$ cat src/rtl/sif_pkg.sv
package sif_pkg;
  typedef enum logic [1:0] {
    CS_SOFT     = 2'b00,
    CS_TICK     = 2'b01,
    CS_EXT_RISE = 2'b10,
    CS_EXT_FALL = 2'b11
  } clk_sel_e;

  typedef enum logic [1:0] {
    WM_OFF       = 2'b00,
    WM_PUSH      = 2'b01,
    WM_OPEN      = 2'b10,
    WM_OPEN_HOLD = 2'b11
  } wire_mode_e;

  typedef struct packed {
    logic       start_ie;
    logic       ovf_ie;
    wire_mode_e wm;
    clk_sel_e   cs;
  } ctrl_t;

  localparam logic [1:0] ADDR_CTRL = 2'd0;
  localparam logic [1:0] ADDR_DATA = 2'd1;
  localparam logic [1:0] ADDR_STAT = 2'd2;

  localparam int unsigned CTRL_STROBE_BIT = 1;
  localparam int unsigned CTRL_TOGGLE_BIT = 0;
  localparam int unsigned STAT_START_BIT  = 7;
  localparam int unsigned STAT_OVF_BIT    = 6;
  localparam int unsigned STAT_CLKQ_BIT   = 5;
  localparam int unsigned STAT_LOAD_BIT   = 4;
endpackage

$ cat src/rtl/sif_sync.sv
module sif_sync #(
  parameter int unsigned WIDTH  = 2,
  parameter int unsigned STAGES = 2
) (
  input  logic             clk_i,
  input  logic             rst_ni,
  input  logic [WIDTH-1:0] d_i,
  output logic [WIDTH-1:0] q_o
);
  logic [WIDTH-1:0] stage_q [STAGES];

  for (genvar s = 0; s < STAGES; s++) begin : g_stage
    always_ff @(posedge clk_i or negedge rst_ni) begin
      if (!rst_ni) stage_q[s] <= '0;
      else if (s == 0) stage_q[s] <= d_i;
      else stage_q[s] <= stage_q[(s == 0) ? 0 : s-1];
    end
  end

  assign q_o = stage_q[STAGES-1];
endmodule

$ cat src/rtl/sif_clk_counter.sv
module sif_clk_counter #(
  parameter int unsigned CNT_W = 4
) (
  input  logic             clk_i,
  input  logic             rst_ni,
  input  logic [1:0]       inc_i,
  input  logic             load_i,
  input  logic [CNT_W-1:0] load_val_i,
  input  logic             ovf_clr_i,
  output logic [CNT_W-1:0] cnt_o,
  output logic             ovf_o
);
  localparam logic [CNT_W-1:0] CNT_MAX = '1;

  logic [CNT_W-1:0] cnt_q;
  logic             ovf_q;
  logic [CNT_W:0]   sum;
  logic             wrap;

  assign sum  = {1'b0, cnt_q} + {{(CNT_W-1){1'b0}}, inc_i};
  assign wrap = sum[CNT_W];

  always_ff @(posedge clk_i or negedge rst_ni) begin
    if (!rst_ni) begin
      cnt_q <= '0;
      ovf_q <= 1'b0;
    end else begin
      cnt_q <= load_i ? load_val_i : sum[CNT_W-1:0];
      // set beats clear
      if (!load_i && wrap) ovf_q <= 1'b1;
      else if (ovf_clr_i)  ovf_q <= 1'b0;
    end
  end

  assign cnt_o = cnt_q;
  assign ovf_o = ovf_q;

  assert_wrap_sets_ovf_R6: assert property (@(posedge clk_i) disable iff (!rst_ni)
    (cnt_q == CNT_MAX && inc_i != 2'd0 && !load_i) |=> ovf_q);
  assert_clear_w1c_R7: assert property (@(posedge clk_i) disable iff (!rst_ni)
    (ovf_clr_i && (inc_i == 2'd0 || load_i)) |=> !ovf_q);
  assert_load_wins_R11: assert property (@(posedge clk_i) disable iff (!rst_ni)
    load_i |=> cnt_q == $past(load_val_i));
endmodule

$ cat src/rtl/sif_shift_reg.sv
module sif_shift_reg #(
  parameter int unsigned DATA_W = 8
) (
  input  logic              clk_i,
  input  logic              rst_ni,
  input  logic              shift_i,
  input  logic              bit_i,
  input  logic              load_i,
  input  logic [DATA_W-1:0] load_val_i,
  output logic [DATA_W-1:0] sr_o
);
  logic [DATA_W-1:0] sr_q;

  always_ff @(posedge clk_i or negedge rst_ni) begin
    if (!rst_ni)      sr_q <= '0;
    else if (load_i)  sr_q <= load_val_i;
    else if (shift_i) sr_q <= {sr_q[DATA_W-2:0], bit_i};
  end

  assign sr_o = sr_q;

  assert_shift_moves_up_R5: assert property (@(posedge clk_i) disable iff (!rst_ni)
    (shift_i && !load_i) |=> sr_q[DATA_W-1:1] == $past(sr_q[DATA_W-2:0]));
  assert_hold_idle_R12: assert property (@(posedge clk_i) disable iff (!rst_ni)
    (!shift_i && !load_i) |=> $stable(sr_q));
endmodule

$ cat src/rtl/sif_core.sv
module sif_core
  import sif_pkg::*;
#(
  parameter int unsigned DATA_W      = 8,
  parameter int unsigned CNT_W       = 4,
  parameter int unsigned SYNC_STAGES = 2
) (
  input  logic              clk_i,
  input  logic              rst_ni,
  input  logic [1:0]        bus_addr_i,
  input  logic              bus_we_i,
  input  logic [DATA_W-1:0] bus_wdata_i,
  output logic [DATA_W-1:0] bus_rdata_o,
  input  logic              ext_clk_i,
  input  logic              data_i,
  input  logic              tick_i,
  input  logic              start_det_i,
  output logic              data_o,
  output logic              data_oe_o,
  output logic              clk_o,
  output logic              clk_oe_o,
  output logic              irq_ovf_o,
  output logic              irq_start_o
);
  localparam int unsigned CTRL_W = $bits(ctrl_t);

  ctrl_t             ctrl_q;
  logic              clk_q, start_q, ext_last_q;
  logic [1:0]        pins_sync;
  logic              ext_s, data_s, ext_rise, ext_fall, ext_edge, ext_sel;
  logic              wr_ctrl, wr_data, wr_stat;
  logic              strobe_clk, strobe_tog;
  logic              soft_evt, tick_evt, shift_evt;
  logic [1:0]        cnt_inc;
  logic [CNT_W-1:0]  cnt;
  logic              ovf;
  logic [DATA_W-1:0] sr;
  logic [DATA_W-1:0] stat_word, ctrl_word;

  sif_sync #(.WIDTH(2), .STAGES(SYNC_STAGES)) u_sync (
    .clk_i (clk_i),
    .rst_ni(rst_ni),
    .d_i   ({data_i, ext_clk_i}),
    .q_o   (pins_sync)
  );
  assign ext_s  = pins_sync[0];
  assign data_s = pins_sync[1];

  always_ff @(posedge clk_i or negedge rst_ni) begin
    if (!rst_ni) ext_last_q <= 1'b0;
    else         ext_last_q <= ext_s;
  end
  assign ext_rise = ext_s & ~ext_last_q;
  assign ext_fall = ~ext_s & ext_last_q;
  assign ext_edge = ext_rise | ext_fall;

  assign wr_ctrl    = bus_we_i && bus_addr_i == ADDR_CTRL;
  assign wr_data    = bus_we_i && bus_addr_i == ADDR_DATA;
  assign wr_stat    = bus_we_i && bus_addr_i == ADDR_STAT;
  assign strobe_clk = wr_ctrl & bus_wdata_i[CTRL_STROBE_BIT];
  assign strobe_tog = wr_ctrl & bus_wdata_i[CTRL_TOGGLE_BIT];

  // strobes act on the clock select held before the write
  assign ext_sel  = ctrl_q.cs[1];
  assign soft_evt = (ctrl_q.cs == CS_SOFT) & strobe_clk;
  assign tick_evt = (ctrl_q.cs == CS_TICK) & tick_i;
  assign cnt_inc  = {1'b0, soft_evt | tick_evt | (ext_sel & ext_edge)}
                  + {1'b0, ext_sel & strobe_tog};

  always_comb begin
    unique case (ctrl_q.cs)
      CS_SOFT:     shift_evt = soft_evt;
      CS_TICK:     shift_evt = tick_evt;
      CS_EXT_RISE: shift_evt = ext_rise;
      default:     shift_evt = ext_fall;
    endcase
  end

  always_ff @(posedge clk_i or negedge rst_ni) begin
    if (!rst_ni) begin
      ctrl_q  <= '0;
      clk_q   <= 1'b0;
      start_q <= 1'b0;
    end else begin
      if (wr_ctrl) ctrl_q <= ctrl_t'(bus_wdata_i[DATA_W-1 -: CTRL_W]);
      if (strobe_tog) clk_q <= ~clk_q;
      if (start_det_i) start_q <= 1'b1;
      else if (wr_stat && bus_wdata_i[STAT_START_BIT]) start_q <= 1'b0;
    end
  end

  sif_clk_counter #(.CNT_W(CNT_W)) u_cnt (
    .clk_i     (clk_i),
    .rst_ni    (rst_ni),
    .inc_i     (cnt_inc),
    .load_i    (wr_stat & bus_wdata_i[STAT_LOAD_BIT]),
    .load_val_i(bus_wdata_i[CNT_W-1:0]),
    .ovf_clr_i (wr_stat & bus_wdata_i[STAT_OVF_BIT]),
    .cnt_o     (cnt),
    .ovf_o     (ovf)
  );

  sif_shift_reg #(.DATA_W(DATA_W)) u_sr (
    .clk_i     (clk_i),
    .rst_ni    (rst_ni),
    .shift_i   (shift_evt),
    .bit_i     (data_s),
    .load_i    (wr_data),
    .load_val_i(bus_wdata_i),
    .sr_o      (sr)
  );

  always_comb begin
    data_o    = 1'b0;
    data_oe_o = 1'b0;
    clk_o     = 1'b0;
    clk_oe_o  = 1'b0;
    unique case (ctrl_q.wm)
      WM_OFF: ;
      WM_PUSH: begin
        data_o    = sr[DATA_W-1];
        data_oe_o = 1'b1;
        clk_o     = clk_q;
        clk_oe_o  = 1'b1;
      end
      WM_OPEN: begin
        data_oe_o = ~sr[DATA_W-1];
        clk_oe_o  = ~clk_q;
      end
      default: begin
        data_oe_o = ~sr[DATA_W-1];
        clk_oe_o  = ~clk_q | ovf;
      end
    endcase
  end

  always_comb begin
    stat_word                 = '0;
    stat_word[STAT_START_BIT] = start_q;
    stat_word[STAT_OVF_BIT]   = ovf;
    stat_word[STAT_CLKQ_BIT]  = clk_q;
    stat_word[CNT_W-1:0]      = cnt;
    ctrl_word                 = '0;
    ctrl_word[DATA_W-1 -: CTRL_W] = ctrl_q;
    unique case (bus_addr_i)
      ADDR_CTRL: bus_rdata_o = ctrl_word;
      ADDR_DATA: bus_rdata_o = sr;
      ADDR_STAT: bus_rdata_o = stat_word;
      default:   bus_rdata_o = '0;
    endcase
  end

  assign irq_ovf_o   = ovf & ctrl_q.ovf_ie;
  assign irq_start_o = start_q & ctrl_q.start_ie;

  assert_one_edge_R4: assert property (@(posedge clk_i) disable iff (!rst_ni)
    !(ext_rise && ext_fall));
  assert_strobe_ignored_R2: assert property (@(posedge clk_i) disable iff (!rst_ni)
    (wr_ctrl && ctrl_q.cs == CS_TICK && !tick_i) |=> $stable(cnt));
  assert_released_pads_R9: assert property (@(posedge clk_i) disable iff (!rst_ni)
    (ctrl_q.wm == WM_OFF) |-> (!data_oe_o && !clk_oe_o));
  assert_pending_irq_R6: assert property (@(posedge clk_i) disable iff (!rst_ni)
    (ovf && wr_ctrl && bus_wdata_i[DATA_W-2] && !(wr_stat)) |=> irq_ovf_o);
endmodule

$ cat config.mk
export PLATFORM = sky130hd
export DESIGN_NAME = sif_core
export DESIGN_NICKNAME = d
export VERILOG_FILES = /design/src/rtl/sif_pkg.sv /design/src/rtl/sif_sync.sv /design/src/rtl/sif_clk_counter.sv /design/src/rtl/sif_shift_reg.sv /design/src/rtl/sif_core.sv
export SDC_FILE = /design/constraint.sdc
export NUM_CORES = 1
export LEC_CHECK = 0
export CAP_MARGIN = 20
export CORE_ASPECT_RATIO = 1.2
export CORE_MARGIN = 2
export CORE_UTILIZATION = 45
export CTS_CLUSTER_SIZE = 20
export DETAILED_ROUTE_END_ITERATION = 16
export GPL_ROUTABILITY_DRIVEN = 0
export PLACE_DENSITY_LB_ADDON = 0.15
export SLEW_MARGIN = 30
export SYNTH_ARGS = -nofsm -noshare
export SYNTH_HDL_FRONTEND = slang
export SYNTH_SLANG_ARGS = --single-unit
$ cat constraint.sdc
create_clock -name clk_i -period 4.7 [get_ports clk_i]
set_clock_uncertainty 0.05 [all_clocks]
set_input_delay 1.175 -clock clk_i [delete_from_list [all_inputs] [get_ports clk_i]]
set_output_delay 1.175 -clock clk_i [all_outputs]
set_load 0.02 [all_outputs]
==> metrics.txt <==
combinational fraction of design power 39.2%; CP Launch Type primary input; Final HPWL DP 2250 um; HP Class reg2reg; Core Area 3000 sq um; Post-Syn Nets 140; CP arrival between 2 and 3 ns; Total Routing Usage GR 18.97%; H-tree Lvls 1; Clk Latency, worst-skew pair approximately 0.32 ns; Clock Pin Slew Worst Setup and Hold Paths 0.14 ns; period utilisation layout 87.33%; Reg2Reg Setup Slack 2.71 ns; Net count, final 178; synth warn 0; Hold Fails Final Rpt 0; Power Density 476.9 nW/um^2; Sw Share 32.62%; setup slack after layout between 0.5 and 0.6 ns; Diodes inserted 0; sw power 278.5 uW; # setup viols final 0; Syn-to-layout area delta 29.74%; Fmax 243.6 MHz; R2R depth 7; die area 3528 sq um; DR vias 1,023; outcome finished clean; post-synthesis cell area 1380 sq um; Initial DRC Count 10; initial antenna violation count 0; Slew Viols, Final 0; Synth Register Bits 26; Crit Path Class in2out; RSZ-0062 raised after global routing false; buffers added on ports 30; num rows 22; clk sink count 26; Detail Route Antenna Nets 0; Sequential Power Share between 40% and 50%; drt drc 0; hold_buf cts 0; # Max-Cap Violations 0; Worst slew margin 61.55%; Critical Path End Type output port; minimum clock period 4.104 ns; Hold Startpoint u_sync.stage_q[2]; Distinct cells, synth 25; Setup crit end bus_rdata_o[5]; io pins 31; CTS buffer count 3; worst flop-to-flop path startpoint ctrl_q[0]; Leak 0.0007837 uW; iteration count of the initial detailed-routing pass 4; Crit Path Max Fanout 7; maximum vdd drop 0.0002686 V; Worst EP required 3.47 ns; post-CTS setup buffer count 0; Overflow after GRT 0; critical path startpoint bus_addr_i[0]; die width 54.56 um; Resize count post-CTS 0; CTS tree yes; pin count of the biggest net entering global routing 27; clk root buf clkbuf_4; DR WL/cell between 15 and 20 um; worst-margin pin slew a little under 0.6 ns; TNS Setup 0 ns; pre-CTS setup slack about 0.60 ns; vias per cell 5.328; Clock Power Share 18.1%; die height 64.67 um; Int Power 575.4 uW; WL final 2960 um; synthesized area per cell 11.60 sq um; Seq/Total Area, Yosys 47.14%; vias in the first global route 1,051; reg2reg end u_cnt.cnt_o[1]; Initial Utilization 46.00%; Synth Instances 119; share of cells above drive strength 1 23.08%; first-pass GRT wire length approximately 4800 um; CTS Buffer Depth 2
==> critical path, cell delays in order <==
cell and delay (ns):
clkdlybuf4s50_1 0.53, nor2b_1 0.23, buf_4 0.19, nand2_1 0.05, o21ai_0 0.08, clkdlybuf4s50_1 0.63
==> synthesized netlist by cell type, drive strengths merged <==
master / n / area (sq um)
nor2: 5 / 18.77
a21o: 1 / 7.510
fa: 1 / 20.02
nor3b: 1 / 18.77
nand2: 13 / 48.80
and2: 2 / 12.51
o21ai: 8 / 40.04
a21oi: 4 / 20.02
dfrtp: 26 / 650.6
a221o: 1 / 11.26
mux2: 22 / 247.7
xnor2: 3 / 26.28
buf: 3 / 27.52
ha: 3 / 37.54
and3: 3 / 18.77
nor2b: 2 / 12.51
nand4b: 1 / 8.760
inv: 5 / 18.77
nand4: 1 / 6.260
and2b: 1 / 7.510
a22o: 2 / 17.52
nand3: 4 / 32.53
mux2i: 7 / 70.07
==> area by class of cell <==
type / instances / area [sq um]
clock buffers: 3 / 22.52
flip-flops and latches: 26 / 650.6
multi-input cells: 85 / 683.2
well taps: 36 / 45.04
clock inverters: 1 / 30.03
inverters: 5 / 18.77
fillers: 254 / 1210
repair buffers: 36 / 340.3
==> power by group through the flow <==
stage / logic [uW] / clock network (uW) / registers [uW]
after floorplan: 226 / 0 / 344
after global placement: 328 / 0 / 368
after detailed placement: 338 / 0 / 369
after CTS: 340 / 157 / 364
after global routing: 367 / 167 / 372
final: 335 / 155 / 364
==> how the worst min path moves through the flow <==
| stage | to | slack [ns] | depth (start not counted) |
|---|---|---|---|
| 5_1_grt | u_sync.q_o[0] | 0.33 | 0 |
| 6_report | u_sync.q_o[0] | 0.32 | 0 |
| 4_1_cts | u_sync.q_o[0] | 0.32 | 0 |
| 2_1_floorplan | u_sync.q_o[0] | 0.28 | 0 |
| 3_3_place_gp | u_sync.q_o[1] | 0.29 | 0 |
| 3_5_place_dp | u_sync.q_o[0] | 0.29 | 0 |
==> cells by family (layout without fill, tap and decap cells) <==
group / Yosys count / in the layout / synth area share, %
AOI/OAI and AO/OA: 16 / 16 / 6.982
xor gates and xnor gates: 3 / 3 / 1.904
adders and majority gates: 4 / 4 / 4.171
buffers and inverters: 8 / 45 / 3.354
DFF: 26 / 26 / 47.14
muxes: 29 / 29 / 23.03
and+or+nand+nor: 33 / 33 / 13.42
==> registers in the layout, indices dropped and copies added (netlist names), 2 cells and up <==
register and flops:
u_sr.sr_o 8, ctrl_q 6, u_cnt.cnt_o 4, u_sync.stage_q 2, u_sync.q_o 2
==> placed cells by master (no fill, tap or decap) <==
cell type         n
nand3_1           3
and3_1            3
a21oi_1           4
nand4_1           1
nor3b_4           1
clkbuf_4          3
a22o_1            2
dfrtp_1          26
nor2_1            5
and2b_1           1
inv_1             5
ha_1              3
bufinv_16         1
mux2i_1           7
nand3_4           1
o21ai_0           8
fa_1              1
buf_4             6
a221o_2           1
buf_2             1
nor2b_1           2
and2_1            2
nand4b_1          1
nand2_1          13
mux2_2           22
a21o_1            1
xnor2_1           3
clkdlybuf4s50_1  29
==> per-layer routing <==
| metal | global-route usage (%) | share of wire [%] |
|---|---|---|
| met1 | 22.62 | 43 |
| met2 | 33.89 | 51 |
| met3 | 2.765 | 4.3 |
| met4 | 5.625 | 1.4 |
| met5 | 0 | 0 |
==> per-stage QoR <==
stage          instance area [sq um]  cells  hold WS (ns)  util [%]  total power (uW)
6_report                        1790    192        0.3211     59.67             853.9
5_1_grt                         1790    192        0.3276     59.67             906.4
4_1_cts                         1790    192        0.3240     59.67             860.5
3_5_place_dp                    1738    188        0.2918     57.92             707.3
3_3_place_gp                    1743    188        0.2918     58.09             696.3
2_1_floorplan                   1380    119        0.2812         -             570.6
No activity file was read; power rests on OpenSTA's default activity.
